===== src/rtl/i2c_bc_pkg.sv =====
package i2c_bc_pkg;

    typedef enum logic [3:0] {
        ST_IDLE,
        ST_MUX_ON,
        ST_DRAIN_WR,
        ST_DRAIN_RD,
        ST_TEST,
        ST_SCL_LOW,
        ST_SDA_LOW,
        ST_SCL_FREE,
        ST_WAIT_SHORT,
        ST_WAIT_LONG,
        ST_SDA_FREE,
        ST_SETTLE,
        ST_DONE
    } bc_state_e;

endpackage


===== src/rtl/i2c_bc_sync.sv =====
module i2c_bc_sync #(
    parameter int              WIDTH   = 2,
    parameter logic [WIDTH-1:0] RST_VAL = '1
) (
    input  logic             clk,
    input  logic             rst_n,
    input  logic [WIDTH-1:0] d_i,
    output logic [WIDTH-1:0] q_o
);

    for (genvar g = 0; g < WIDTH; g++) begin : g_bit
        logic meta_q;
        logic stable_q;
        always_ff @(posedge clk or negedge rst_n) begin
            if (!rst_n) begin
                meta_q   <= RST_VAL[g];
                stable_q <= RST_VAL[g];
            end else begin
                meta_q   <= d_i[g];
                stable_q <= meta_q;
            end
        end
        assign q_o[g] = stable_q;
    end

endmodule


===== src/rtl/i2c_bc_timer.sv =====
module i2c_bc_timer #(
    parameter int W = 8
) (
    input  logic         clk,
    input  logic         rst_n,
    input  logic         load_i,
    input  logic [W-1:0] load_val_i,
    output logic         expired_o
);

    logic [W-1:0] count_q;

    always_ff @(posedge clk or negedge rst_n) begin
        if (!rst_n)
            count_q <= '0;
        else if (load_i)
            count_q <= load_val_i;
        else if (count_q != '0)
            count_q <= count_q - 1'b1;
    end

    assign expired_o = (count_q == '0);

    // a freshly loaded count never reads expired in the next cycle unless zero was loaded
    p_load_takes_r4: assert property (@(posedge clk) disable iff (!rst_n)
        (load_i && load_val_i != '0) |=> !expired_o);

endmodule


===== src/rtl/i2c_bus_clear.sv =====
module i2c_bus_clear
    import i2c_bc_pkg::*;
#(
    parameter int CYC_PER_US = 250,
    parameter int PULSE_US   = 5,
    parameter int SHORT_US   = 20,
    parameter int LONG_US    = 10000,
    parameter int SETTLE_US  = 10,
    parameter int MAX_PULSES = 9
) (
    input  logic                              clk,
    input  logic                              rst_n,
    input  logic                              start_i,
    input  logic                              bus_active_i,
    input  logic                              wr_full_i,
    input  logic                              rd_full_i,
    input  logic                              bus_master_i,
    input  logic                              scl_i,
    input  logic                              sda_i,
    output logic                              scl_pull_o,
    output logic                              sda_pull_o,
    output logic                              pin_sel_o,
    output logic                              flush_wr_o,
    output logic [7:0]                        flush_data_o,
    output logic                              flush_rd_o,
    output logic                              done_o,
    output logic                              error_o,
    output logic [$clog2(MAX_PULSES+1)-1:0]   pulses_o
);

    localparam int IW      = $clog2(MAX_PULSES + 1);
    localparam int MAX_CYC = LONG_US * CYC_PER_US;
    localparam int CNT_W   = $clog2(MAX_CYC + 1);

    localparam logic [CNT_W-1:0] LD_PULSE  = CNT_W'(PULSE_US  * CYC_PER_US - 1);
    localparam logic [CNT_W-1:0] LD_SHORT  = CNT_W'(SHORT_US  * CYC_PER_US - 1);
    localparam logic [CNT_W-1:0] LD_LONG   = CNT_W'(LONG_US   * CYC_PER_US - 1);
    localparam logic [CNT_W-1:0] LD_SETTLE = CNT_W'(SETTLE_US * CYC_PER_US - 1);
    localparam logic [IW-1:0]    ITER_MAX  = IW'(MAX_PULSES);

    bc_state_e        state_q, state_d;
    logic [IW-1:0]    iter_q;
    logic             seen_q;
    logic             rd_q, mst_q, err_q;
    logic             scl_s, sda_s;
    logic             tmr_load, tmr_exp;
    logic [CNT_W-1:0] tmr_val;

    i2c_bc_sync #(.WIDTH(2), .RST_VAL(2'b11)) u_sync (
        .clk   (clk),
        .rst_n (rst_n),
        .d_i   ({scl_i, sda_i}),
        .q_o   ({scl_s, sda_s})
    );

    i2c_bc_timer #(.W(CNT_W)) u_timer (
        .clk        (clk),
        .rst_n      (rst_n),
        .load_i     (tmr_load),
        .load_val_i (tmr_val),
        .expired_o  (tmr_exp)
    );

    // next-state logic
    always_comb begin
        state_d = state_q;
        unique case (state_q)
            ST_IDLE:       if (start_i) state_d = (bus_active_i || wr_full_i) ? ST_MUX_ON : ST_DONE;
            ST_MUX_ON:     state_d = (rd_q || mst_q) ? ST_DRAIN_WR : ST_TEST;
            ST_DRAIN_WR:   state_d = rd_q ? ST_DRAIN_RD : ST_TEST;
            ST_DRAIN_RD:   state_d = ST_TEST;
            ST_TEST:       state_d = (iter_q == ITER_MAX || (sda_s && seen_q)) ? ST_SETTLE : ST_SCL_LOW;
            ST_SCL_LOW:    if (tmr_exp) state_d = ST_SDA_LOW;
            ST_SDA_LOW:    if (tmr_exp) state_d = ST_SCL_FREE;
            ST_SCL_FREE:   if (tmr_exp) state_d = scl_s ? ST_SDA_FREE : ST_WAIT_SHORT;
            ST_WAIT_SHORT: if (tmr_exp) state_d = scl_s ? ST_SDA_FREE : ST_WAIT_LONG;
            ST_WAIT_LONG:  if (tmr_exp) state_d = ST_SDA_FREE;
            ST_SDA_FREE:   if (tmr_exp) state_d = ST_TEST;
            ST_SETTLE:     if (tmr_exp) state_d = ST_DONE;
            ST_DONE:       state_d = ST_IDLE;
            default:       state_d = ST_IDLE;
        endcase
    end

    // timer loads on entry to every timed state
    always_comb begin
        unique case (state_d)
            ST_WAIT_SHORT: tmr_val = LD_SHORT;
            ST_WAIT_LONG:  tmr_val = LD_LONG;
            ST_SETTLE:     tmr_val = LD_SETTLE;
            default:       tmr_val = LD_PULSE;
        endcase
        tmr_load = (state_d != state_q) &&
                   (state_d inside {ST_SCL_LOW, ST_SDA_LOW, ST_SCL_FREE, ST_WAIT_SHORT,
                                    ST_WAIT_LONG, ST_SDA_FREE, ST_SETTLE});
    end

    // state register and per-run bookkeeping
    always_ff @(posedge clk or negedge rst_n) begin
        if (!rst_n) begin
            state_q <= ST_IDLE;
            iter_q  <= '0;
            seen_q  <= 1'b0;
            rd_q    <= 1'b0;
            mst_q   <= 1'b0;
            err_q   <= 1'b0;
        end else begin
            state_q <= state_d;
            if (state_q == ST_IDLE && start_i) begin
                iter_q <= '0;
                seen_q <= 1'b0;
                rd_q   <= rd_full_i;
                mst_q  <= bus_master_i;
                err_q  <= 1'b0;
            end
            if (state_d == ST_SDA_FREE && state_q != ST_SDA_FREE)
                seen_q <= scl_s;
            if (state_q == ST_SDA_FREE && tmr_exp)
                iter_q <= iter_q + 1'b1;
            if (state_q == ST_SETTLE && tmr_exp)
                err_q <= bus_active_i;
        end
    end

    // outputs decoded from state
    always_comb begin
        scl_pull_o   = 1'b0;
        sda_pull_o   = 1'b0;
        pin_sel_o    = 1'b0;
        flush_wr_o   = 1'b0;
        flush_rd_o   = 1'b0;
        flush_data_o = 8'h00;
        done_o       = 1'b0;
        unique case (state_q)
            ST_MUX_ON, ST_TEST, ST_SDA_FREE: pin_sel_o = 1'b1;
            ST_DRAIN_WR: begin
                pin_sel_o    = 1'b1;
                flush_wr_o   = 1'b1;
                flush_data_o = rd_q ? 8'h00 : 8'hFF;
            end
            ST_DRAIN_RD: begin
                pin_sel_o  = 1'b1;
                flush_rd_o = 1'b1;
            end
            ST_SCL_LOW: begin
                pin_sel_o  = 1'b1;
                scl_pull_o = 1'b1;
            end
            ST_SDA_LOW: begin
                pin_sel_o  = 1'b1;
                scl_pull_o = 1'b1;
                sda_pull_o = 1'b1;
            end
            ST_SCL_FREE, ST_WAIT_SHORT, ST_WAIT_LONG: begin
                pin_sel_o  = 1'b1;
                sda_pull_o = 1'b1;
            end
            ST_DONE: done_o = 1'b1;
            default: ;
        endcase
    end

    assign error_o  = err_q;
    assign pulses_o = iter_q;

    p_pull_needs_mux_r11: assert property (@(posedge clk) disable iff (!rst_n)
        (scl_pull_o || sda_pull_o) |-> pin_sel_o);
    p_sda_after_scl_r11: assert property (@(posedge clk) disable iff (!rst_n)
        $rose(sda_pull_o) |-> scl_pull_o);
    p_done_single_r9: assert property (@(posedge clk) disable iff (!rst_n)
        done_o |=> !done_o);
    p_pulse_limit_r7: assert property (@(posedge clk) disable iff (!rst_n)
        done_o |-> (pulses_o <= ITER_MAX));
    p_strobe_excl_r3: assert property (@(posedge clk) disable iff (!rst_n)
        $onehot0({flush_wr_o, flush_rd_o}));
    p_read_after_write_r3: assert property (@(posedge clk) disable iff (!rst_n)
        flush_rd_o |-> $past(flush_wr_o));
    p_mux_off_at_done_r2: assert property (@(posedge clk) disable iff (!rst_n)
        done_o |-> !pin_sel_o);
    p_busy_ignores_start_r10: assert property (@(posedge clk) disable iff (!rst_n)
        (pin_sel_o && start_i) |=> (state_q != ST_IDLE));

endmodule


===== config.mk =====
export PLATFORM = sky130hd
export DESIGN_NAME = i2c_bus_clear
export DESIGN_NICKNAME = d
export VERILOG_FILES = /design/src/rtl/i2c_bc_pkg.sv /design/src/rtl/i2c_bc_sync.sv /design/src/rtl/i2c_bc_timer.sv /design/src/rtl/i2c_bus_clear.sv
export SDC_FILE = /design/constraint.sdc
export NUM_CORES = 1
export LEC_CHECK = 0
export ABC_AREA = 0
export ABC_CLOCK_PERIOD_IN_PS = 4480
export CORE_ASPECT_RATIO = 0.7
export CORE_UTILIZATION = 25
export DETAILED_ROUTE_END_ITERATION = 7
export GPL_TIMING_DRIVEN = 0
export PLACE_DENSITY_LB_ADDON = 0.3
export SLEW_MARGIN = 20
export SYNTH_ARGS = -nofsm -noshare
export SYNTH_HDL_FRONTEND = slang
export SYNTH_SLANG_ARGS = --single-unit

===== constraint.sdc =====
create_clock -name clk -period 4.48 [get_ports clk]
set_clock_uncertainty 0.15 [all_clocks]
set_input_delay 0.448 -clock clk [delete_from_list [all_inputs] [get_ports clk]]
set_output_delay 0.448 -clock clk [all_outputs]
set_load 0.05 [all_outputs]

# After elaboration in Yosys (flattened, before gate mapping)

Cells that the tools add are included.

Flip-flop bits (word level): 38
Output and inout bits: 19
Logic and storage cells: 86
Input port bits: 9

Add/subtract/negate cells: 2
Multiplexer cells: 31
Reductions and logical operators: 20
Eq/ne operators: 22

Operators by type and width:

| kind                                                                   | count |
|---|---|
| 22-bit case mux with 3 select lines                                    | 1 |
| 4-bit 2-to-1 mux                                                       | 12 |
| 4-bit case mux with 12 select lines                                    | 1 |
| 22-bit 2-to-1 mux                                                      | 2 |
| 4-bit equality test (second input constant)                            | 10 |
| 4-bit by 3-bit equality test with 1-bit output (second input constant) | 7 |
| 22-bit zero test                                                       | 1 |
| 22-bit nonzero test                                                    | 1 |
| 22-bit by 1-bit subtractor with 22-bit output (second input constant)  | 1 |
| 8-bit 2-to-1 mux                                                       | 2 |
| 10-bit OR reduction                                                    | 1 |
| 1-bit 2-to-1 mux                                                       | 9 |
| 4-bit by 2-bit equality test with 1-bit output (second input constant) | 2 |
| 2-bit nonzero test                                                     | 4 |
| 7-bit nonzero test                                                     | 1 |
| 1-bit logical AND                                                      | 6 |
| 3-bit 2-to-1 mux                                                       | 2 |
| 4-bit by 1-bit adder with 4-bit output (second input constant)         | 1 |
| 4-bit by 1-bit equality test with 1-bit output (second input constant) | 1 |
| 4-bit zero test                                                        | 1 |
| 2-bit 2-to-1 mux                                                       | 2 |
| 4-bit != test                                                          | 1 |
| 4-bit != test (second input constant)                                  | 1 |
| 4-bit OR reduction                                                     | 1 |
| other kinds (2)                                                        | 4 |

# Depth between registers and ports, before layout

Gate-level depths: netlist (run 1).

Depth after elaboration: 8
Mapped depth: 11

# Hierarchy

A second synthesis (run 1) with hierarchy kept.

Cells, all modules: 287
Area total of the unflattened synthesis: 2603.7 sq um

By module, submodules not included:

| module        | times used | cells an instance | area each (sq um) |
|---|---|---|---|
| i2c_bc_timer  | 1          | 150               | 1362.6 |
| i2c_bus_clear | 1          | 131               | 1121.1 |
| i2c_bc_sync   | 1          | 6                 | 120.1 |

# Worst setup path after synthesis (run 1)

OpenSTA, ideal clock, no wires.

Path kind: reg2out
From: register state_q[2]
To: output port flush_data_o[1]
Stages on the path, launching flop included: 5
Data required time: 3882 ps
Arrival: 3772 ps
Slack: 110 ps
Path through: dfrtp_1 clkbuf_1 nor4b_1 nor2b_1 buf_4

Longest elaborated chain between the ends: 2

RTL lines:

| element                                        | line                 | RTL |
|---|---|---|
| start, declared                                | i2c_bus_clear.sv:41  | `bc_state_e state_q, state_d;` |
| start signal, assigned                         | i2c_bus_clear.sv:108 | `state_q <= state_d;` |
| 4-bit by 2-bit equality test with 1-bit output | i2c_bus_clear.sv:134 | `unique case (state_q)` |
| 8-bit 2-to-1 mux                               | i2c_bus_clear.sv:134 |  |
| end, declared                                  | i2c_bus_clear.sv:24  | `output logic [7:0] flush_data_o,` |

Every way passes these cells.

# Final worst setup path (run 1)

From: register u_timer.count_q[0]
To: register u_timer.count_q[9]

Longest elaborated chain between the ends: 7
Elaborated cells between the ends (all ways): 25

RTL lines:

| element                                                                      | line                | RTL |
|---|---|---|
| start, declared                                                              | i2c_bc_timer.sv:11  | `logic [W-1:0] count_q;` |
| start signal, assigned                                                       | i2c_bc_timer.sv:17  | `count_q <= load_val_i;` |
| start signal, assigned                                                       | i2c_bc_timer.sv:19  | `count_q <= count_q - 1'b1;` |
| 22-bit zero test (*)                                                         | i2c_bc_timer.sv:22  | `assign expired_o = (count_q == '0);` |
| 4-bit 2-to-1 mux, or another cell as far along                               | i2c_bus_clear.sv:79 | `ST_SETTLE: if (tmr_exp) state_d = ST_DONE;` |
| 4-bit case mux with 12 select lines (*)                                      | i2c_bus_clear.sv:67 | `unique case (state_q)` |
| net state_d[0]                                                               | i2c_bus_clear.sv:41 |  |
| 4-bit by 3-bit equality test with 1-bit output, or another cell as far along | i2c_bus_clear.sv:94 | `(state_d inside {ST_SCL_LOW, ST_SDA_LOW, ST_SCL_FREE, ST_WAIT_SHORT,` |
| 7-bit nonzero test                                                           | i2c_bus_clear.sv:94 |  |
| 1-bit logical AND                                                            | i2c_bus_clear.sv:93 | `tmr_load = (state_d != state_q) &&` |
| 22-bit 2-to-1 mux / 2-bit nonzero test (equally long branches)               | --                  |  |

The timed path passes the listed nets; every way through them passes the cells marked *. The select of a mux whose other input is x is not followed.
A chain may end at the register's enable or synchronous reset.

==> impl_metrics.py, run 1 <==
metrics = {
    "setup_path": {
        "rr_worst_depth": 11,
        "worst-setup-path-type": "register to register",
        "cp_data_required_time_ps": 4520,
        "r2r_end": "u_timer.count_q[9]",
        "path_common_cell": "inv_1",
        "r2r_slack_ps": 640,
        "critPathMaxStageDelay_ps": 600,
        "crit_path_cell_trace": "inv_1 -> ha_1 -> or3b_1 -> or3_1 -> clkbuf_1 -> nor3_4 -> nor2_1 -> a311oi_2 -> inv_1 -> or4_1 -> o31ai_1",
        "arrival_ps": 3880,
        "reg2reg_from": "u_timer.count_q[0]",
        "crit_slowest_cell": "or4_1",
        "setup.worst_path.end_class": "register",
        "worstPathMaxFanout": 10,
        "critPathLaunchType": "register",
    },
    "clocking": {
        "clk_latency_ps": 280,
        "cts.sinks": 38,
        "cts_buffers": 5,
        "htree_levels": 2,
        "cts_root_buffer": "clkbuf_16",
        "cts_tree": "yes",
        "path_clk_slew_ps": 60,
        "postCtsSetupBuffers": 0,
        "clock_path_buffers": 2,
    },
    "power_and_ir_drop": {
        "leakage_nw": 1.14,
        "irDropWorstVdd_mv": 0.140,
        "power_density_nw_per_um2": 240,
        "power_w": 0.000724,
    },
    "synthesis": {
        "yosysWarnings": 0,
        "ys_types": 53,
        "syn_nets": 286,
        "netlist_area_um2": 2420,
        "synth-seq-cells": 38,
        "synth_edf_count": 0,
        "syn_avg_cell_area_um2": 8.84,
        "synth.yosys.seq_area_share_pct": 39.5,
        "syn_inst": 274,
        "async_flop_share_pct": 100,
        "synthFlopType": "dfrtp_1",
    },
    "placement": {
        "portBuffers": 27,
        "dp_cells": 426,
        "dp_hpwl_um": 4840,
        "dp_slack_ps": 683,
        "gp_congestion": 0.834,
    },
    "timing": {
        "rsz0062_at_grt": "false",
        "relSlewSlack_pct": 55.6,
        "setup_tns_ps": 0,
        "timing.fmax_mhz": 260,
        "tightest_slew_ps": 665,
        "layout_setup_ws_ps": 637,
        "final_max_slew_viol_count": 0,
        "min_period_over_period_pct": 85.8,
        "timing.final.hold_violations": 0,
        "finalSetupViolCount": 0,
        "period_needed_ps": 3840,
    },
    "global_route": {
        "grt_pass1_vias": 2107,
        "track_usage_pct": 13.4,
        "grt_pass1_wl_um": 10700,
        "grt_antenna_before_repair": 0,
        "gr-total-overflow": 0,
        "grt_max_degree": 26,
    },
    "routing": {
        "vias_per_cell": 5.03,
        "antenna_left": 0,
        "drcViolationCount": 0,
        "drt_iter0_drc": 193,
        "drt_pass1_iterations": 5,
        "wl_per_cell_um": 14.8,
        "wl_um": 6450,
        "vias": 2188,
    },
    "job": {
        "drv_cap": 0,
    },
    "finish": {
        "diodes": 0,
        "layout.nets": 322,
        "seq_area_um2": 956,
        "multi_input_area_um2": 1330,
        "drive_above_1_share_pct": 9.32,
        "area_delta_synth_final_pct": 24.7,
        "fillers": 972,
        "final_cells": 435,
    },
    "floorplanning": {
        "die_area_um2": 10100,
        "core.rowCount": 29,
        "die_w_um": 120,
        "core_area_um2": 9220,
        "die_h_um": 84.4,
        "start_util_pct": 26.3,
        "design.portCount": 28,
    },
    "hold_path": {
        "hold_start": "u_sync.g_bit[0].meta_q",
        "min_to": "u_sync.g_bit[0].stable_q",
        "hp-class": "register to register",
        "hold_path_depth": 0,
    },
    "outcome": {
        "outcome": "complete, no violations",
    },
}
==> Yosys cell counts, drive strengths merged (3+ instances only) <==
library cell	count	share of area, %
inv	8	1.2
o21ai	11	2.3
nor2	28	4.3
nand3	7	1.4
xnor2	8	2.9
nor3b	3	0.93
xor2	10	3.6
a21oi	9	1.9
mux2i	5	2.1
or3	4	1.0
nor2b	3	0.77
buf	8	2.3
o31ai	12	3.7
nor4b	3	1.1
or4	4	1.5
nor4	9	2.3
nand2	24	3.7
dfstp	4	4.3
and2	5	1.3
nand2b	7	1.8
ha	3	1.5
nand3b	4	1.2
clkbuf	13	2.0
nor3	14	3.4
dfrtp	34	35
==> worst max-delay path by stage <==
stage	from	to	slack [ps]	cells after the start
floorplan	state_q[2]	flush_data_o[1]	110	4
global route	u_timer.count_q[0]	u_timer.count_q[10]	440	10
detailed placement	u_timer.count_q[0]	u_timer.count_q[12]	680	11
CTS	u_timer.count_q[0]	u_timer.count_q[10]	650	11
global placement	u_timer.count_q[0]	u_timer.count_q[9]	660	11
finish	u_timer.count_q[0]	u_timer.count_q[9]	640	11
==> cells in the final DEF, fill, tap and decap left out, drive strengths merged, types with 7 or more instances in the layout <==
| cell type | synthesis | routed |
|---|---|---|
| clkbuf | 13 | 20 |
| o21ai | 11 | 11 |
| nor4 | 9 | 9 |
| inv | 8 | 8 |
| xor2 | 10 | 10 |
| a21oi | 9 | 9 |
| nor2 | 28 | 28 |
| o31ai | 12 | 12 |
| nand3 | 7 | 7 |
| clkdlybuf4s50 | 0 | 26 |
| dfrtp | 34 | 34 |
| nor3 | 14 | 14 |
| buf | 8 | 10 |
| nand2 | 24 | 24 |
| nand2b | 7 | 7 |
| xnor2 | 8 | 8 |
==> flip-flops by register name, summed over array words and instances, names as in the netlist <==
| name | cells |
|---|---|
| u_sync.g_bit.stable_q | 2 |
| error_o | 1 |
| u_timer.count_q | 22 |
| u_sync.g_bit.meta_q | 2 |
| mst_q | 1 |
| state_q | 4 |
| pulses_o | 4 |
| rd_q | 1 |
| seen_q | 1 |
==> worst max-delay path: cells and delay by family, from the launching register on <==
kind	cells	cell delay, ps
compound gates	2	570
fa+ha+maj	1	190
buf+inv	3	490
flops	1	390
simple gates	5	1950
==> final cells by class <==
cell class                 instances  area share [%]
multi-input combinational        207            44.1
timing repair buffer              29            9.78
clock inverter                     1           0.166
sequential                        38            31.6
tap                              124            5.14
inverter                           8           0.994
clock buffer                       7            4.72
buffer                            21            3.48
==> per-stage QoR <==
| stage | util (%) | hold WS, ps | area [um^2] |
|---|---|---|---|
| 3_5_place_dp | 31.1 | 197 | 2860 |
| 5_1_grt | 32.8 | 213 | 3020 |
| 4_1_cts | 32.8 | 205 | 3020 |
| 2_1_floorplan | - | 2.41 | 2420 |
| 3_3_place_gp | 30.9 | 196 | 2850 |
| 6_report | 32.8 | 204 | 3020 |
==> per-layer routing <==
layer | routed length (um) | track usage, % | up-vias | part of all wire [%]
li1 | - | - | 1056 | -
met1 | 3500 | 20.8 | 1059 | 54
met2 | 2530 | 18.0 | 67 | 39
met3 | 380 | 3.06 | 6 | 5.9
met4 | 41 | 3.75 | 0 | 0.64
met5 | 0 | 0 | - | 0
==> cell families after synthesis <==
family	count (synthesis)	share of synthesized area, %
flops	38	39.5
xor+xnor	18	6.51
fa+ha+maj	3	1.55
buf+inv	29	5.58
compound gates	57	16.8
simple gates	122	27.1
mux	7	3.00
==> power by group <==
part | internal (W) | total (W) | switching, W
Sequential | 0.000347 | 0.000348 | 0.00000115
Combinational | 0.0000102 | 0.0000214 | 0.0000112
Clock | 0.000221 | 0.000354 | 0.000134
==> repair_timing <==
action	CTS	global route
endpoints found under the setup margin	0	0
hold buffers	1	0
hold endpoints to repair	13	0
gates resized for setup	0	0
No activity file was read; power rests on OpenSTA's default activity.
==> inputs of run 2 (changes only) <==
--- a/config.mk
+++ b/config.mk
@@ -10,6 +10,7 @@
 export CORE_ASPECT_RATIO = 0.7
 export CORE_UTILIZATION = 25
 export DETAILED_ROUTE_END_ITERATION = 7
+export GPL_ROUTABILITY_DRIVEN = 0
 export GPL_TIMING_DRIVEN = 0
 export PLACE_DENSITY_LB_ADDON = 0.3
 export SLEW_MARGIN = 20
==> results of run 2 <==
Final layout, timing and power as in run 1 (identical DEF).
